### src/rtl/rr_sched_pkg.sv
package rr_sched_pkg;

  // Group code carried with every request
  typedef enum logic [1:0] {
    BIN_BASE   = 2'd0,
    BIN_DOUBLE = 2'd1,
    BIN_QUAD   = 2'd2
  } binClassE;

  // Strobes from control to the filter datapath
  typedef struct packed {
    logic clearAll;
    logic insertBase;
    logic insertDouble;
  } filtStrobeS;

endpackage

### src/rtl/rr_filter_bank.sv
module rr_filter_bank
  import rr_sched_pkg::*;
#(
  parameter int ROW_W     = 10,
  parameter int FILT_LOG2 = 10,
  parameter int ROT_A     = 0,
  parameter int ROT_B     = 3
) (
  input  logic             clk,
  input  logic             rstN,
  input  filtStrobeS       strobe,
  input  logic [ROW_W-1:0] progRow,
  input  logic [ROW_W-1:0] queryRow,
  output logic             hitBase,
  output logic             hitDouble
);

  localparam int FBITS    = 1 << FILT_LOG2;
  localparam int NUM_FILT = 2;
  localparam int ROW_IW   = (ROW_W > 1) ? $clog2(ROW_W) : 1;
  localparam int FLT_IW   = (FILT_LOG2 > 1) ? $clog2(FILT_LOG2) : 1;

  // Rotate left by rot inside ROW_W bits, then XOR-fold into FILT_LOG2 bits
  function automatic logic [FILT_LOG2-1:0] foldIdx(input logic [ROW_W-1:0] r, input int rot);
    logic [ROW_W-1:0]     rr;
    logic [FILT_LOG2-1:0] acc;
    rr  = '0;
    acc = '0;
    for (int i = 0; i < ROW_W; i++) rr[ROW_IW'((i + rot) % ROW_W)] = r[i];
    for (int i = 0; i < ROW_W; i++) acc[FLT_IW'(i % FILT_LOG2)] ^= rr[i];
    return acc;
  endfunction

  logic [FILT_LOG2-1:0] insIdxA, insIdxB, qryIdxA, qryIdxB;
  logic [NUM_FILT-1:0]  hitVec;

  assign insIdxA = foldIdx(progRow, ROT_A);
  assign insIdxB = foldIdx(progRow, ROT_B);
  assign qryIdxA = foldIdx(queryRow, ROT_A);
  assign qryIdxB = foldIdx(queryRow, ROT_B);

  for (genvar g = 0; g < NUM_FILT; g++) begin : gFilt
    logic [FBITS-1:0] bitVec;
    logic             insSel;
    assign insSel = (g == 0) ? strobe.insertBase : strobe.insertDouble;

    always_ff @(posedge clk) begin
      if (!rstN || strobe.clearAll) begin
        bitVec <= '0;
      end else if (insSel) begin
        bitVec[insIdxA] <= 1'b1;
        bitVec[insIdxB] <= 1'b1;
      end
    end

    assign hitVec[g] = bitVec[qryIdxA] & bitVec[qryIdxB];
  end

  assign hitBase   = hitVec[0];
  assign hitDouble = hitVec[1];

endmodule

### src/rtl/rr_scan_ctrl.sv
module rr_scan_ctrl
  import rr_sched_pkg::*;
#(
  parameter int ROW_W = 10
) (
  input  logic             clk,
  input  logic             rstN,
  input  logic             refreshTick,
  input  logic             progEnable,
  input  logic             progInsertBase,
  input  logic             progInsertDouble,
  input  logic             progClear,
  input  logic             hitBase,
  input  logic             hitDouble,
  input  logic             reqReady,
  output filtStrobeS       strobe,
  output logic [ROW_W-1:0] scanRow,
  output logic             reqValid,
  output logic [ROW_W-1:0] reqRow,
  output logic [1:0]       reqBin,
  output logic [1:0]       epochNow
);

  localparam int EPOCH_W = 2;

  typedef enum logic [1:0] {S_IDLE, S_SCAN, S_ISSUE} stateE;

  stateE              state;
  logic               tickPend;
  logic [EPOCH_W-1:0] epoch;
  binClassE           binReg;
  binClassE           rowClass;
  logic               rowDue;
  logic               lastRow;
  logic               startSweep;

  // Programming strobes only pass while programming is enabled
  assign strobe.clearAll     = progEnable & progClear;
  assign strobe.insertBase   = progEnable & progInsertBase;
  assign strobe.insertDouble = progEnable & progInsertDouble;

  // Shortest period wins: base filter checked first
  always_comb begin
    if (hitBase) begin
      rowClass = BIN_BASE;
      rowDue   = 1'b1;
    end else if (hitDouble) begin
      rowClass = BIN_DOUBLE;
      rowDue   = ~epoch[0];
    end else begin
      rowClass = BIN_QUAD;
      rowDue   = (epoch == '0);
    end
  end

  assign lastRow    = &scanRow;
  assign startSweep = (state == S_IDLE) && (tickPend || refreshTick) && !progEnable;

  always_ff @(posedge clk) begin
    if (!rstN) begin
      state    <= S_IDLE;
      tickPend <= 1'b0;
      epoch    <= '0;
      scanRow  <= '0;
      reqValid <= 1'b0;
      reqRow   <= '0;
      binReg   <= BIN_BASE;
    end else begin
      tickPend <= startSweep ? (tickPend && refreshTick) : (tickPend || refreshTick);
      case (state)
        S_IDLE: begin
          if (startSweep) begin
            state   <= S_SCAN;
            scanRow <= '0;
          end
        end
        S_SCAN: begin
          if (!progEnable) begin
            if (rowDue) begin
              reqValid <= 1'b1;
              reqRow   <= scanRow;
              binReg   <= rowClass;
              state    <= S_ISSUE;
            end else if (lastRow) begin
              epoch <= epoch + 1'b1;
              state <= S_IDLE;
            end else begin
              scanRow <= scanRow + 1'b1;
            end
          end
        end
        S_ISSUE: begin
          if (reqReady) begin
            reqValid <= 1'b0;
            if (lastRow) begin
              epoch <= epoch + 1'b1;
              state <= S_IDLE;
            end else begin
              scanRow <= scanRow + 1'b1;
              state   <= S_SCAN;
            end
          end
        end
        default: state <= S_IDLE;
      endcase
    end
  end

  assign reqBin   = binReg;
  assign epochNow = epoch;

endmodule

### src/rtl/retention_refresh_sched.sv
module retention_refresh_sched
  import rr_sched_pkg::*;
#(
  parameter int ROW_W     = 10,
  parameter int FILT_LOG2 = 10,
  parameter int ROT_A     = 0,
  parameter int ROT_B     = 3
) (
  input  logic             clk,
  input  logic             rstN,
  input  logic             refreshTick,
  input  logic             progEnable,
  input  logic [ROW_W-1:0] progRow,
  input  logic             progInsertBase,
  input  logic             progInsertDouble,
  input  logic             progClear,
  output logic             reqValid,
  input  logic             reqReady,
  output logic [ROW_W-1:0] reqRow,
  output logic [1:0]       reqBin
);

  filtStrobeS       strobe;
  logic [ROW_W-1:0] scanRow;
  logic             hitBase, hitDouble;
  logic [1:0]       epochNow;

  rr_scan_ctrl #(.ROW_W(ROW_W)) ctrl_i (
    .clk(clk), .rstN(rstN), .refreshTick(refreshTick), .progEnable(progEnable),
    .progInsertBase(progInsertBase), .progInsertDouble(progInsertDouble),
    .progClear(progClear), .hitBase(hitBase), .hitDouble(hitDouble),
    .reqReady(reqReady), .strobe(strobe), .scanRow(scanRow),
    .reqValid(reqValid), .reqRow(reqRow), .reqBin(reqBin), .epochNow(epochNow)
  );

  rr_filter_bank #(.ROW_W(ROW_W), .FILT_LOG2(FILT_LOG2), .ROT_A(ROT_A), .ROT_B(ROT_B)) filt_i (
    .clk(clk), .rstN(rstN), .strobe(strobe), .progRow(progRow),
    .queryRow(scanRow), .hitBase(hitBase), .hitDouble(hitDouble)
  );

endmodule

### config.mk
export PLATFORM = sky130hd
export DESIGN_NAME = retention_refresh_sched
export DESIGN_NICKNAME = d
export VERILOG_FILES = /design/src/rtl/rr_sched_pkg.sv /design/src/rtl/rr_filter_bank.sv /design/src/rtl/rr_scan_ctrl.sv /design/src/rtl/retention_refresh_sched.sv
export SDC_FILE = /design/constraint.sdc
export NUM_CORES = 1
export LEC_CHECK = 0
export BUFFER_PORTS_ARGS = -buffer_cell sky130_fd_sc_hd__clkbuf_2
export CAP_MARGIN = 30
export CELL_PAD_IN_SITES_DETAIL_PLACEMENT = 0
export CELL_PAD_IN_SITES_GLOBAL_PLACEMENT = 1
export CORE_MARGIN = 2
export CORE_UTILIZATION = 32
export CTS_CLUSTER_DIAMETER = 120
export DETAILED_ROUTE_END_ITERATION = 6
export PLACE_DENSITY_LB_ADDON = 0.3
export SYNTH_ARGS = -nofsm -noshare
export SYNTH_HDL_FRONTEND = slang
export SYNTH_SLANG_ARGS = --single-unit
### constraint.sdc
create_clock -name clk -period 3.2 [get_ports clk]
set_input_delay 0.8 -clock clk [delete_from_list [all_inputs] [get_ports clk]]
set_output_delay 0.8 -clock clk [all_outputs]
set_load 0.005 [all_outputs]
==> metrics <==
All-Layer GR Usage 0.2768; Mapped Nets 2953; RSZ-0062 raised after global routing yes; Max clock buf depth 3; DR iter-0 viols 3194; worst hold slack 0.4096 ns; Worst Setup Start Kind flop; # fillers 8320; initial antenna violation count 1; ranking of synthesized cells by area dfxtp_1, mux4_2, a21oi_1, nor2_1, o22ai_1; placed cell areas 0.03184 mm2; non-filler cells, final 4436; FF/Latch Area 0.01083 mm2; Antenna diodes 0; worst setup margin -0.5138 ns; WS Path Type flop to flop; critical path endpoint ctrl_i.scanRow[7]; worst-path fanout max 7; FMAX 0.2693 GHz; gr ovfl total 0; worst rel slew slack 0.4825; layout cells sized above 1 0.3053; Synth area leader dfxtp_1; Core Area 0.08501 mm2; reg2reg setup slack -0.51 ns; Syn Area/Cell 9.345 um2; footprint of the multi-input gates 0.01578 mm2; setup TNS -10.41 ns; worst r2r src ctrl_i.scanRow[7]; reg2reg end ctrl_i.scanRow[7]; Critical Path Sink Type flop; Buf/Inv on CP 3; critical path depth 13; placer congestion estimate 0.9560; vias in the first global route 26369; critical path's most frequent cell buf_12; Detail Route Antenna Nets 0; Synth Register Bits 540; vias per cell 6.077; minimum clock period 3.714 ns; largest net degree at the start of global routing 137; nets 3267; Area Overhead vs Synth 28.64%; CP arrival 4.21 ns; Post-Route WL 124300 um; Slew @ Worst Pin 0.7691 ns; TritonRoute pass-1 iters 7; outcome finished with violations; TritonCTS Buffers 60; YS warnings 0; count of final setup violators 27; final instance area 0.03521 mm2; Cell Area, Synth 0.02737 mm2; DR vias 26956; Primary FF master, synth dfxtp_1; Netlist cell types 61; CTS sink count 540; wire length per cell 28.02 um; clock skew 0.02426 ns; Cells after DPL 4279; slowest stage cell, crit path o41ai_4; Top-Level Pins 31; power per cell area 491.9 mW/mm2; full die area 0.08789 mm2; final-report hold violation count 0; VDD IR-drop max 0.0004269 V; DP HPWL 85090 um; Max Cap Violations 0; worst slack at placement -1.315 ns; die width 296.5 um; H-tree levels 2; slowest cell delay on critical path 0.57 ns; HP Class input port to flop; Cell Rows 107; Root Buffer clkbuf_16; Worst-path clk slew 0.07 ns; Port Buffers 30; Pleak 12.14 nW; asr flop ratio synth 0; Final Cycle Share 1.161; Post-synth EDFFs 0; Starting Density 0.3220; failing checks DRC, setup timing; DRC errors left 10; R2R depth 13; CP Data Required Time 3.70 ns; Clock Latency Late Sink 0.66 ns; Cells after Synth 2929; CP cell instances buf_12, buf_12, mux4_2, a22oi_2, a21oi_4, o41ai_4, nand4_1, o211ai_2, nor2_2, a311oi_4, buf_12, nand4_4, o41ai_4; Critical path origin ctrl_i.scanRow[7]; post-synthesis sequential area ratio 0.3949; Die Span Y 296.5 um; CP delay by family, top compound AO/OA/AOI/OAI gates; Synth top area share 0.3949; CTS tree yes; max-slew violations 0; first-pass GRT wire length 179400 um
==> where the power goes <==
part	leakage (nW)	internal (mW)	switching [mW]
clock network	1.03	4.43	3.04
registers	4.35	6.76	0.0409
logic	6.76	1.25	1.80
total	12.1	12.4	4.88
==> state kept, by name, summed over array words and instances, names as in the netlist <==
name / count
ctrl_i.epochNow: 2
ctrl_i.reqBin: 2
ctrl_i.reqRow: 10
ctrl_i.reqValid: 1
ctrl_i.scanRow: 10
ctrl_i.state: 2
ctrl_i.tickPend: 1
filt_i.gFilt.bitVec: 512
==> cell usage after synthesis, types with 9 or more instances <==
cell type / number
nand2_1: 112
o21ai_0: 25
inv_1: 12
nand2b_1: 10
nor2_1: 552
buf_2: 42
dfxtp_1: 540
mux2i_1: 64
nor4_1: 9
clkbuf_1: 206
buf_4: 21
a21oi_1: 530
nand4_1: 9
buf_1: 15
nor3_1: 11
a221oi_1: 22
o22ai_1: 274
a22oi_1: 34
mux2_2: 13
nor2b_1: 29
nand3_1: 47
mux4_2: 246
==> stage by stage <==
stage	util	power, mW
floorplan	-	8.377
global placement	0.3744	9.455
detailed placement	0.3745	9.481
CTS	0.4071	17.16
global route	0.4142	17.82
finish	0.4142	17.32
==> how the worst min path moves through the flow <==
stage,startpoint,endpoint,slack [ns],cells past startpoint
after floorplan,ctrl_i.epochNow[1],ctrl_i.epochNow[1],0.44,2
after global placement,ctrl_i.reqRow[7],ctrl_i.reqRow[7],0.44,2
after detailed placement,ctrl_i.reqRow[7],ctrl_i.reqRow[7],0.45,2
after CTS,refreshTick,ctrl_i.tickPend,0.38,3
after global routing,refreshTick,ctrl_i.tickPend,0.40,3
final,refreshTick,ctrl_i.tickPend,0.41,3
==> cells by family (layout without fill, tap and decap cells) <==
logic type,after synthesis,in the layout,share of synthesized area
compound gates,952,952,0.2015
fa+ha+maj,6,6,0.002743
buf+inv,305,668,0.04827
flops,540,540,0.3949
mux,323,323,0.2312
simple gates,803,803,0.1214
==> cells in the final DEF, fill, tap and decap left out, drive strengths merged, types with 31 or more instances in the layout <==
cell / count
a21oi: 530
mux2i: 64
nand2: 112
dfxtp: 540
a22oi: 34
buf: 506
clkbuf: 121
o21ai: 31
o22ai: 274
nand3: 47
nor2: 555
mux4: 246
==> area by class of cell <==
class                   count  area share
well taps                1144     0.04065
clock buffers              88     0.04996
clock inverters            23    0.009523
repair buffers            542      0.1423
flip-flops and latches    540      0.3076
multi-input cells        2084      0.4482
inverters                  15    0.001812
==> layer usage <==
layer	vias up	GRT usage	wire (um)
li1	11632	-	-
met4	2	0.1467	7558
met2	1622	0.4261	54720
met1	13321	0.3640	49080
met5	-	0.003326	43
met3	379	0.05947	12910
==> worst min-delay path, cell delays in order <==
cell	delay (ns)
clkbuf_2	0.09
a21oi_1	0.05
nor2_1	0.07
==> repair_timing <==
item | 4_1_cts | 5_1_grt
gates cloned | 4 | 3
setup buffers | 20 | 23
endpoints found under the setup margin | 27 | 27
pin swaps | 20 | 26
gates resized for setup | 75 | 83
hold buffers | 0 | 0
endpoints found under the hold margin | 0 | 0
No activity file was read; power rests on OpenSTA's default activity.
